<file path="src/rtl/dhs_pkg.sv">
// Shared codes for the DMA transfer hierarchy sequencer.
// Assumes: the encodings below are the programming interface of the block.
package dhs_pkg;

    typedef enum logic [1:0] {
        RQ_FRAG  = 2'd0,
        RQ_BLOCK = 2'd1,
        RQ_TRANS = 2'd2,
        RQ_LIST  = 2'd3
    } req_mode_e;

    typedef enum logic [3:0] {
        IT_NONE       = 4'd0,
        IT_FRAG       = 4'd1,
        IT_BLK        = 4'd2,
        IT_BLK_FRAG   = 4'd3,
        IT_TRANS      = 4'd4,
        IT_TRANS_FRAG = 4'd5,
        IT_TRANS_BLK  = 4'd6,
        IT_LIST       = 4'd7,
        IT_CFGERR     = 4'd8
    } irq_type_e;

    // One-cycle completion events of the hierarchy
    typedef struct packed {
        logic frag;
        logic blk;
        logic trans;
        logic list;
        logic cfgerr;
    } evt_t;

    localparam int unsigned NUM_LEVELS = 4;

endpackage

</file>
<file path="src/rtl/dhs_cfg_check.sv">
// Decides whether the programmed lengths form a usable hierarchy.
// Assumes: lengths are held stable while the channel is armed.
module dhs_cfg_check #(
    parameter int unsigned CNT_W = 8
) (
    input  logic [CNT_W-1:0] frag_len_i,
    input  logic [CNT_W-1:0] blk_len_i,
    input  logic [CNT_W-1:0] trans_len_i,
    input  logic [CNT_W-1:0] list_len_i,
    output logic             cfg_ok_o
);

    // Every length non-zero and the levels properly nested
    always_comb begin
        cfg_ok_o = (frag_len_i != '0) && (blk_len_i != '0) &&
                   (trans_len_i != '0) && (list_len_i != '0) &&
                   (frag_len_i <= blk_len_i) && (blk_len_i <= trans_len_i);
    end

endmodule

</file>
<file path="src/rtl/dhs_level_cnt.sv">
// Position counter for one hierarchy level: advances on adv_i, returns to
// zero when wrap_i accompanies the advance, and flags the last position.
// Assumes: len_i is non-zero whenever adv_i can be high.
module dhs_level_cnt #(
    parameter int unsigned CNT_W = 8
) (
    input  logic             clk,
    input  logic             rst_n,
    input  logic             adv_i,
    input  logic             wrap_i,
    input  logic [CNT_W-1:0] len_i,
    output logic             last_o
);

    logic [CNT_W-1:0] cnt_q;

    // Track the position inside the current unit of this level
    always_ff @(posedge clk) begin
        if (!rst_n)      cnt_q <= '0;
        else if (adv_i)  cnt_q <= wrap_i ? '0 : cnt_q + 1'b1;
    end

    // The next advance closes the unit
    assign last_o = (cnt_q == len_i - 1'b1);

    AST_CNT_WRAP: assert property (@(posedge clk) disable iff (!rst_n)
        (adv_i && wrap_i) |=> (cnt_q == '0));

endmodule

</file>
<file path="src/rtl/dhs_irq_gen.sv">
// Selects the interrupt source from the programmed type and keeps a sticky line.
// Assumes: events are single-cycle pulses; unknown type codes select nothing.
module dhs_irq_gen
    import dhs_pkg::*;
(
    input  logic       clk,
    input  logic       rst_n,
    input  evt_t       evt_i,
    input  logic [3:0] irq_type_i,
    input  logic       irq_clr_i,
    output logic       irq_o
);

    logic sel_ev;
    logic irq_q;

    // Map the type code onto the event combination it watches
    always_comb begin
        case (irq_type_i)
            IT_FRAG:       sel_ev = evt_i.frag;
            IT_BLK:        sel_ev = evt_i.blk;
            IT_BLK_FRAG:   sel_ev = evt_i.blk | evt_i.frag;
            IT_TRANS:      sel_ev = evt_i.trans;
            IT_TRANS_FRAG: sel_ev = evt_i.trans | evt_i.frag;
            IT_TRANS_BLK:  sel_ev = evt_i.trans | evt_i.blk;
            IT_LIST:       sel_ev = evt_i.list;
            IT_CFGERR:     sel_ev = evt_i.cfgerr;
            default:       sel_ev = 1'b0;
        endcase
    end

    // Sticky line: a new event wins over a clear in the same cycle
    always_ff @(posedge clk) begin
        if (!rst_n) irq_q <= 1'b0;
        else        irq_q <= (irq_q & ~irq_clr_i) | sel_ev;
    end

    assign irq_o = irq_q;

    AST_IRQ_HOLD: assert property (@(posedge clk) disable iff (!rst_n)
        (irq_q && !irq_clr_i) |=> irq_q);
    AST_IRQ_EVENT_WINS: assert property (@(posedge clk) disable iff (!rst_n)
        sel_ev |=> irq_q);
    AST_IRQ_CAUSE: assert property (@(posedge clk) disable iff (!rst_n)
        $rose(irq_q) |-> $past(sel_ev));

endmodule

</file>
<file path="src/rtl/dma_hier_seq.sv">
// DMA transfer hierarchy sequencer: counts accepted beats into fragments,
// blocks, transactions and link-lists, ends peripheral requests at the level
// the request mode names, and raises a selectable sticky interrupt.
// Assumes: configuration inputs change only while idle at a list boundary
// (or under reset); beats arrive only through beat_ack_i.
module dma_hier_seq
    import dhs_pkg::*;
#(
    parameter int unsigned CNT_W = 8
) (
    input  logic             clk,
    input  logic             rst_n,
    input  logic             req_i,
    input  logic             beat_ack_i,
    input  logic [CNT_W-1:0] frag_len_i,
    input  logic [CNT_W-1:0] blk_len_i,
    input  logic [CNT_W-1:0] trans_len_i,
    input  logic [CNT_W-1:0] list_len_i,
    input  logic [1:0]       req_mode_i,
    input  logic [3:0]       irq_type_i,
    input  logic             irq_clr_i,
    output logic             frag_done_o,
    output logic             blk_done_o,
    output logic             trans_done_o,
    output logic             list_done_o,
    output logic             req_done_o,
    output logic             irq_o
);

    localparam int unsigned LV_FRAG  = 0;
    localparam int unsigned LV_BLK   = 1;
    localparam int unsigned LV_TRANS = 2;
    localparam int unsigned LV_LIST  = 3;

    logic                 cfg_ok;
    logic                 armed_q;
    logic                 beat;
    logic                 req_done;
    logic [CNT_W-1:0]     lens [NUM_LEVELS];
    logic [NUM_LEVELS-1:0] adv, wrap, last;
    evt_t                 evt;

    dhs_cfg_check #(.CNT_W(CNT_W)) u_cfg (
        .frag_len_i  (frag_len_i),
        .blk_len_i   (blk_len_i),
        .trans_len_i (trans_len_i),
        .list_len_i  (list_len_i),
        .cfg_ok_o    (cfg_ok)
    );

    // Gather the per-level lengths in level order
    always_comb begin
        lens[LV_FRAG]  = frag_len_i;
        lens[LV_BLK]   = blk_len_i;
        lens[LV_TRANS] = trans_len_i;
        lens[LV_LIST]  = list_len_i;
    end

    // A beat counts only while a request is open
    assign beat = armed_q & beat_ack_i;

    // Events cascade downward: a higher level closing closes all below it
    always_comb begin
        evt.trans  = beat & last[LV_TRANS];
        evt.blk    = beat & (last[LV_BLK] | last[LV_TRANS]);
        evt.frag   = beat & (last[LV_FRAG] | last[LV_BLK] | last[LV_TRANS]);
        evt.list   = evt.trans & last[LV_LIST];
        evt.cfgerr = req_i & ~armed_q & ~cfg_ok;
    end

    // Advance and wrap controls for each level counter
    always_comb begin
        adv[LV_FRAG]   = beat;
        adv[LV_BLK]    = beat;
        adv[LV_TRANS]  = beat;
        adv[LV_LIST]   = evt.trans;
        wrap[LV_FRAG]  = evt.frag;
        wrap[LV_BLK]   = evt.blk;
        wrap[LV_TRANS] = evt.trans;
        wrap[LV_LIST]  = evt.list;
    end

    for (genvar g = 0; g < NUM_LEVELS; g++) begin : g_level
        dhs_level_cnt #(.CNT_W(CNT_W)) u_cnt (
            .clk    (clk),
            .rst_n  (rst_n),
            .adv_i  (adv[g]),
            .wrap_i (wrap[g]),
            .len_i  (lens[g]),
            .last_o (last[g])
        );
    end

    // Pick the level at which the current request ends
    always_comb begin
        case (req_mode_i)
            RQ_FRAG:  req_done = evt.frag;
            RQ_BLOCK: req_done = evt.blk;
            RQ_TRANS: req_done = evt.trans;
            default:  req_done = evt.list;
        endcase
    end

    // Open a request on a valid idle request, close it at its boundary
    always_ff @(posedge clk) begin
        if (!rst_n)                       armed_q <= 1'b0;
        else if (armed_q && req_done)     armed_q <= 1'b0;
        else if (!armed_q && req_i && cfg_ok) armed_q <= 1'b1;
    end

    dhs_irq_gen u_irq (
        .clk        (clk),
        .rst_n      (rst_n),
        .evt_i      (evt),
        .irq_type_i (irq_type_i),
        .irq_clr_i  (irq_clr_i),
        .irq_o      (irq_o)
    );

    assign frag_done_o  = evt.frag;
    assign blk_done_o   = evt.blk;
    assign trans_done_o = evt.trans;
    assign list_done_o  = evt.list;
    assign req_done_o   = req_done;

    AST_CFG_REFUSED: assert property (@(posedge clk) disable iff (!rst_n)
        (req_i && !armed_q && !cfg_ok) |=> !armed_q);
    AST_REQ_DONE_IDLES: assert property (@(posedge clk) disable iff (!rst_n)
        req_done_o |=> !armed_q);
    AST_IDLE_SILENT: assert property (@(posedge clk) disable iff (!rst_n)
        !armed_q |-> !(frag_done_o || req_done_o));
    AST_LIST_WITH_TRANS: assert property (@(posedge clk) disable iff (!rst_n)
        list_done_o |-> (trans_done_o && blk_done_o));

endmodule

</file>
<file path="config.mk">
export PLATFORM = sky130hd
export DESIGN_NAME = dma_hier_seq
export DESIGN_NICKNAME = d
export VERILOG_FILES = /design/src/rtl/dhs_pkg.sv /design/src/rtl/dhs_cfg_check.sv /design/src/rtl/dhs_level_cnt.sv /design/src/rtl/dhs_irq_gen.sv /design/src/rtl/dma_hier_seq.sv
export SDC_FILE = /design/constraint.sdc
export NUM_CORES = 1
export LEC_CHECK = 0
export BUFFER_PORTS_ARGS = -buffer_cell sky130_fd_sc_hd__buf_4
export CAP_MARGIN = 10
export CORE_MARGIN = 5
export CORE_UTILIZATION = 60
export CTS_BUF_LIST = sky130_fd_sc_hd__clkbuf_4 sky130_fd_sc_hd__clkbuf_8
export DETAILED_ROUTE_END_ITERATION = 12
export HOLD_SLACK_MARGIN = 0.03
export PLACE_DENSITY = 0.94
export SYNTH_ARGS = -nofsm -noshare
export SYNTH_HDL_FRONTEND = slang
export SYNTH_SLANG_ARGS = --single-unit
</file>
<file path="constraint.sdc">
create_clock -name clk -period 7.1 [get_ports clk]
set_clock_uncertainty 0.1 [all_clocks]
set_input_delay 1.42 -clock clk [delete_from_list [all_inputs] [get_ports clk]]
set_output_delay 1.42 -clock clk [all_outputs]
set_load 0.01 [all_outputs]
</file>
==> results of run 1 <==
per-layer routing:
layer | global-route usage [%] | routed length (um) | vias up
met1 | 29.8 | 3380 | 1454
met3 | 3.95 | 589 | 19
met4 | 10.1 | 174 | 0
li1 | - | - | 1500
met5 | 0 | 0 | -
met2 | 43.5 | 3970 | 142
metrics by stage:
step,hold WS [ns],cells
2_1_floorplan,0.383,396
3_3_place_gp,0.409,505
3_5_place_dp,0.417,505
4_1_cts,0.447,513
5_1_grt,0.463,513
6_report,0.444,513
flip-flops by register name (all words and copies together) (netlist names):
name,flops
armed_q,1
u_irq.irq_o,1
g_level.u_cnt.cnt_q,32
cells in the mapped netlist, drive strengths merged (2+ instances only):
cell type	instances	share of area, %
nor2	40	4.8
nand2	37	4.6
dfxtp	34	22
xor2	33	9.3
xnor2	29	8.2
ha	27	11
inv	26	3.2
o21ai	19	3.2
nand3	16	2.6
a21oi	14	2.4
nand4	13	2.6
nor3	9	1.5
clkbuf	8	0.97
nand2b	8	1.6
and3	7	1.4
a211oi	6	1.6
and2	6	1.3
o211ai	5	1.4
a21boi	4	1.1
a32oi	4	1.1
nor2b	4	0.81
nor4	4	1.0
a2111oi	3	1.5
nor4b	3	0.85
o21bai	3	0.73
o31ai	3	0.73
a21o	2	0.48
and4	2	0.57
mux2i	2	0.65
nand3b	2	0.48
nand4b	2	0.57
logic make-up after synthesis:
family,synth area share (%)
xor+xnor,17.5
simple gates,27.3
flops,22.0
mux,0.646
compound gates,17.3
buf+inv,4.36
fa+ha+maj,10.9
how the worst min path moves through the flow:
stage / startpoint / to / slack [ns]
3_5_place_dp: g_level[0].u_cnt.cnt_q[1]$_SDFFE_PN0P_ / g_level[0].u_cnt.cnt_q[1]$_SDFFE_PN0P_ / 0.42
2_1_floorplan: g_level[2].u_cnt.cnt_q[1]$_SDFFE_PN0P_ / g_level[2].u_cnt.cnt_q[1]$_SDFFE_PN0P_ / 0.38
5_1_grt: g_level[0].u_cnt.cnt_q[1]$_SDFFE_PN0P_ / g_level[0].u_cnt.cnt_q[1]$_SDFFE_PN0P_ / 0.46
4_1_cts: g_level[1].u_cnt.cnt_q[7]$_SDFFE_PN0P_ / g_level[1].u_cnt.cnt_q[7]$_SDFFE_PN0P_ / 0.45
6_report: g_level[1].u_cnt.cnt_q[7]$_SDFFE_PN0P_ / g_level[1].u_cnt.cnt_q[7]$_SDFFE_PN0P_ / 0.44
3_3_place_gp: g_level[0].u_cnt.cnt_q[1]$_SDFFE_PN0P_ / g_level[0].u_cnt.cnt_q[1]$_SDFFE_PN0P_ / 0.41
layout make-up:
cell class / count / area (um2)
Clock buffer: 7 / 83.8
Clock inverter: 1 / 30.0
Fill cell: 413 / 1450
Inverter: 26 / 97.6
Multi-Input combinational cell: 327 / 2280
Sequential cell: 34 / 681
Tap cell: 70 / 87.6
Timing Repair Buffer: 48 / 360
where the power goes:
group | leakage, nW | internal, mW | total, mW | switching [mW]
combinational | 1.22 | 0.0479 | 0.109 | 0.0609
sequential | 0.274 | 0.193 | 0.196 | 0.00359
clock | 0.0593 | 0.113 | 0.188 | 0.0748
worst min-delay path: stages (launching register included):
cell and delay (ns):
dfxtp_1 0.36, xor2_1 0.08, nor2_1 0.08
==> impl_metrics.toml, run 1 <==
[outcome]
run_status = "finished, final reports clean"

[routing]
drc = 0
vias_per_cell = 6.07
drtPass1Iterations = 5
avgRoutedWirePerCell_um = 15.8
drtIter0Drc = 217
vias = 3115
detail-route-antenna-nets = 0
wl_um = 8110

[power_and_ir_drop]
p_per_area_nw_per_um2 = 136
vdd_drop_max_mv = 0.0914
p_leak_nw = 1.55
total_power_uw = 493

[timing]
slew_viol_final = 0
max_freq_mhz = 181
timing.final.ws_setup_ns = 1.59
period_minus_slack_ns = 5.51
slew_headroom_pct = 52.4
fin_tns_setup_ns = 0
worst_slew_pin_slew_ns = 0.707
setup_viol_count_final = 0
fin_crit_sh_pct = 77.6
final_hold_viol_count = 0
rsz0062_at_grt = "false"

[logic_synthesis]
ys_types = 62
synth_nets = 466
synth.avg_cell_area_um2 = 7.82
synthFlopType = "dfxtp_1"
synth_edf_count = 0
syn_area_um2 = 3100
yosysWarnings = 0
synthCells = 396
seq_area_frac_synth_pct = 22.0
async_reset_ff_share_pct = 0
yosys_register_bits = 34

[global_route]
grt_pass1_wl_um = 13100
grtUsageTotal_pct = 24.7
antenna_found_initial = 0
grt_pass1_vias = 2945
grt-ovfl-total = 0
grt_max_degree = 17

[critical_path]
regToRegSetupSlack_ns = 4.54
reg2reg_to = "g_level[1].u_cnt.cnt_q[6]$_SDFFE_PN0P_"
cp_slowest_cell = "a2111oi_4"
critPathLaunch = "trans_len_i[1]"
cp_data_required_time_ns = 5.58
setup.worst_path.end_class = "output pin"
path_buf_inv = 3
path_common_cell = "buf_4"
crit_type = "in2out"
critPathTopFamily = "compound AO/OA/AOI/OAI gates"
endpoint = "req_done_o"
reg2reg_depth = 7
cp-start-kind = "input port"
path_depth = 11
worstPathMaxFanout = 9
path_cells = "buf_4 -> inv_1 -> ha_1 -> or3b_1 -> a211oi_2 -> o211ai_2 -> a2111oi_4 -> o21ai_0 -> nand2_1 -> and2_1 -> buf_4"
r2r_start = "g_level[2].u_cnt.cnt_q[6]$_SDFFE_PN0P_"
critPathMaxStageDelay_ns = 0.66
arrival_ns = 3.99

[finish]
final_nets = 512
final_common_cell = "buf_4"
antennaDiodeCount = 0
syn_to_final_growth_pct = 16.9
drive_above_1_share_pct = 16.0
fin_util_pct = 71.4
design_area_um2 = 3620
final_cell_mix = "48 x buf_4, 40 x nor2_1, 35 x nand2_1, 34 x dfxtp_1, 33 x xor2_1"

[placed_design]
placed_area_um2 = 3510
dp_hpwl_um = 6220
port_buffers = 48
gp_congestion = 0.923
dp_slack_ns = 1.65

[job]
cap_violations = 0

[clock_tree]
ctsRootBufferMaster = "clkbuf_8"
cts_tree = "done"
cts.clk_slew.worst_paths_ns = 0.07
cts_buffer_depth = 2
postCtsHoldBufs = 0
cts_inserted_buffers = 5
htree_levels = 2
postCtsSetupRepairBufs = 0
ctsResizeCount = 0
insertion_delay_ns = 0.29
cts.sinks = 34

[floorplan]
top_level_ports = 49
die_h_um = 81.9
placement_rows = 26
die_area_um2 = 6700
start_util_pct = 61.0
die_x_um = 81.9
core_um2 = 5070

[min_path]
hold_depth = 2
hold_path_class = "reg2reg"
Note: power is estimated with default switching activity, not from simulation.
==> run 2, diff against run 1 <==
--- a/config.mk
+++ b/config.mk
@@ -8,11 +8,11 @@
 export BUFFER_PORTS_ARGS = -buffer_cell sky130_fd_sc_hd__buf_4
 export CAP_MARGIN = 10
 export CORE_MARGIN = 5
-export CORE_UTILIZATION = 60
+export CORE_UTILIZATION = 54
 export CTS_BUF_LIST = sky130_fd_sc_hd__clkbuf_4 sky130_fd_sc_hd__clkbuf_8
 export DETAILED_ROUTE_END_ITERATION = 12
 export HOLD_SLACK_MARGIN = 0.03
-export PLACE_DENSITY = 0.94
+export PLACE_DENSITY = 0.9
 export SYNTH_ARGS = -nofsm -noshare
 export SYNTH_HDL_FRONTEND = slang
 export SYNTH_SLANG_ARGS = --single-unit
==> constraint.sdc (replaced) <==
create_clock -name clk -period 4.7 [get_ports clk]
set_clock_uncertainty 0.1 [all_clocks]
set_input_delay 0.94 -clock clk [delete_from_list [all_inputs] [get_ports clk]]
set_output_delay 0.94 -clock clk [all_outputs]
set_load 0.01 [all_outputs]
==> impl_metrics.toml, run 2 (synthesis results as in run 1) <==
[timing]
rsz0062_at_grt = "false"
fin_tns_setup_ns = 0
max_freq_mhz = 226
setup_viol_count_final = 0
period_minus_slack_ns = 4.42
worst_slew_pin_slew_ns = 0.770
timing.final.ws_setup_ns = 0.283
slew_viol_final = 0
slew_headroom_pct = 48.2
final_hold_viol_count = 0
fin_crit_sh_pct = 94.0

[clock_tree]
insertion_delay_ns = 0.29
ctsRootBufferMaster = "clkbuf_8"
postCtsSetupRepairBufs = 0
postCtsHoldBufs = 0
cts_tree = "done"
cts_inserted_buffers = 5
cts.sinks = 34
cts_buffer_depth = 2
ctsResizeCount = 0
cts.clk_slew.worst_paths_ns = 0.07
htree_levels = 2

[critical_path]
arrival_ns = 3.38
worstPathMaxFanout = 8
crit_type = "in2out"
reg2reg_to = "g_level[1].u_cnt.cnt_q[4]$_SDFFE_PN0P_"
cp-start-kind = "input port"
r2r_start = "g_level[1].u_cnt.cnt_q[3]$_SDFFE_PN0P_"
cp_data_required_time_ns = 3.66
reg2reg_depth = 7
regToRegSetupSlack_ns = 2.19
setup.worst_path.end_class = "output pin"

[finish]
final_common_cell = "buf_4"
syn_to_final_growth_pct = 17.4
final_nets = 514
drive_above_1_share_pct = 16.2
final_cell_mix = "50 x buf_4, 40 x nor2_1, 35 x nand2_1, 34 x dfxtp_1, 33 x xor2_1"
fin_cells = 516
multi_input_area_um2 = 2280
antennaDiodeCount = 0
largest_reg_flops = 32
regArea_um2 = 681
top_register = "g_level.u_cnt.cnt_q"
num-fill-cells = 485

[routing]
vias = 2991
vias_per_cell = 5.80
detail-route-antenna-nets = 0
drc = 0
drtIter0Drc = 174
avgRoutedWirePerCell_um = 15.3
drtPass1Iterations = 4
wl_um = 7870

[floorplan]
die_area_um2 = 7350
die_h_um = 85.7
placement_rows = 27
top_level_ports = 49
die_x_um = 85.7
core_um2 = 5540
start_util_pct = 55.9

[outcome]
run_status = "finished, final reports clean"

[min_path]
hold_end = "g_level[0].u_cnt.cnt_q[1]$_SDFFE_PN0P_"
hp-start = "g_level[0].u_cnt.cnt_q[1]$_SDFFE_PN0P_"
hold_path_class = "reg2reg"
hold_depth = 2

[placed_design]
gp_congestion = 0.970
dp_hpwl_um = 6230
dp_slack_ns = 0.310
port_buffers = 48
dp.cells = 509

[global_route]
grt-ovfl-total = 0
grt_pass1_wl_um = 13400
antenna_found_initial = 0
grt_max_degree = 17
grtUsageTotal_pct = 22.2
grt_pass1_vias = 2986

[power_and_ir_drop]
total_power_uw = 739
p_leak_nw = 1.56
vdd_drop_max_mv = 0.119
p_per_area_nw_per_um2 = 203

[job]
cap_violations = 0
[run 2: cell types whose count changed in the layout (fill, tap and decap cells not counted)]
cell / previous run / this run
buf_4: 48 / 50
clkbuf_4: 2 / 0
clkbuf_8: 5 / 6
[run 2: area by class of cell]
| type | count | area share (%) |
|---|---|---|
| clock inverter | 1 | 0.825 |
| clock buffer | 6 | 2.27 |
| sequential | 34 | 18.7 |
| timing repair buffer | 50 | 10.3 |
| inverter | 26 | 2.68 |
| tap | 72 | 2.48 |
| multi-input combinational | 327 | 62.7 |
[run 2: how the worst max path moves through the flow]
stage                              start          to  slack (ns)  cells after the start
after global routing      trans_len_i[1]  req_done_o        0.14                     11
after global placement    trans_len_i[1]  req_done_o        0.40                     11
final                     trans_len_i[1]  req_done_o        0.28                     11
after floorplan           trans_len_i[1]  req_done_o        0.66                      9
after CTS                 trans_len_i[1]  req_done_o        0.29                     11
after detailed placement  trans_len_i[1]  req_done_o        0.31                     11
[run 2: metal layers]
layer | track usage [%] | share of wire (%) | vias to the layer above
met5 | 0 | 0 | -
met1 | 27.4 | 43 | 1383
li1 | - | - | 1497
met3 | 5.96 | 6.3 | 20
met4 | 8.20 | 2.7 | 0
met2 | 36.8 | 48 | 91
[run 2: power breakdown]
part	switching [mW]	internal [mW]	leakage (nW)	total (mW)
logic	0.0899	0.0730	1.23	0.163
registers	0.00492	0.291	0.274	0.296
clock network	0.110	0.170	0.0573	0.280
[run 2: worst max-delay path, cell delays in order]
cell and delay (ns):
buf_4 0.12, inv_1 0.10, ha_1 0.28, or3b_1 0.41, a211oi_2 0.25, o211ai_2 0.17
a211o_2 0.36, a21boi_2 0.23, o22ai_1 0.25, and2_1 0.15, buf_4 0.11
[run 2: per-stage QoR]
step / area [um2] / hold slack [ns] / util [%]
after floorplan: 3100 / 0.383 / -
after global placement: 3530 / 0.403 / 63.6
after detailed placement: 3530 / 0.424 / 63.6
after CTS: 3640 / 0.434 / 65.7
after global routing: 3640 / 0.449 / 65.7
final: 3640 / 0.430 / 65.7
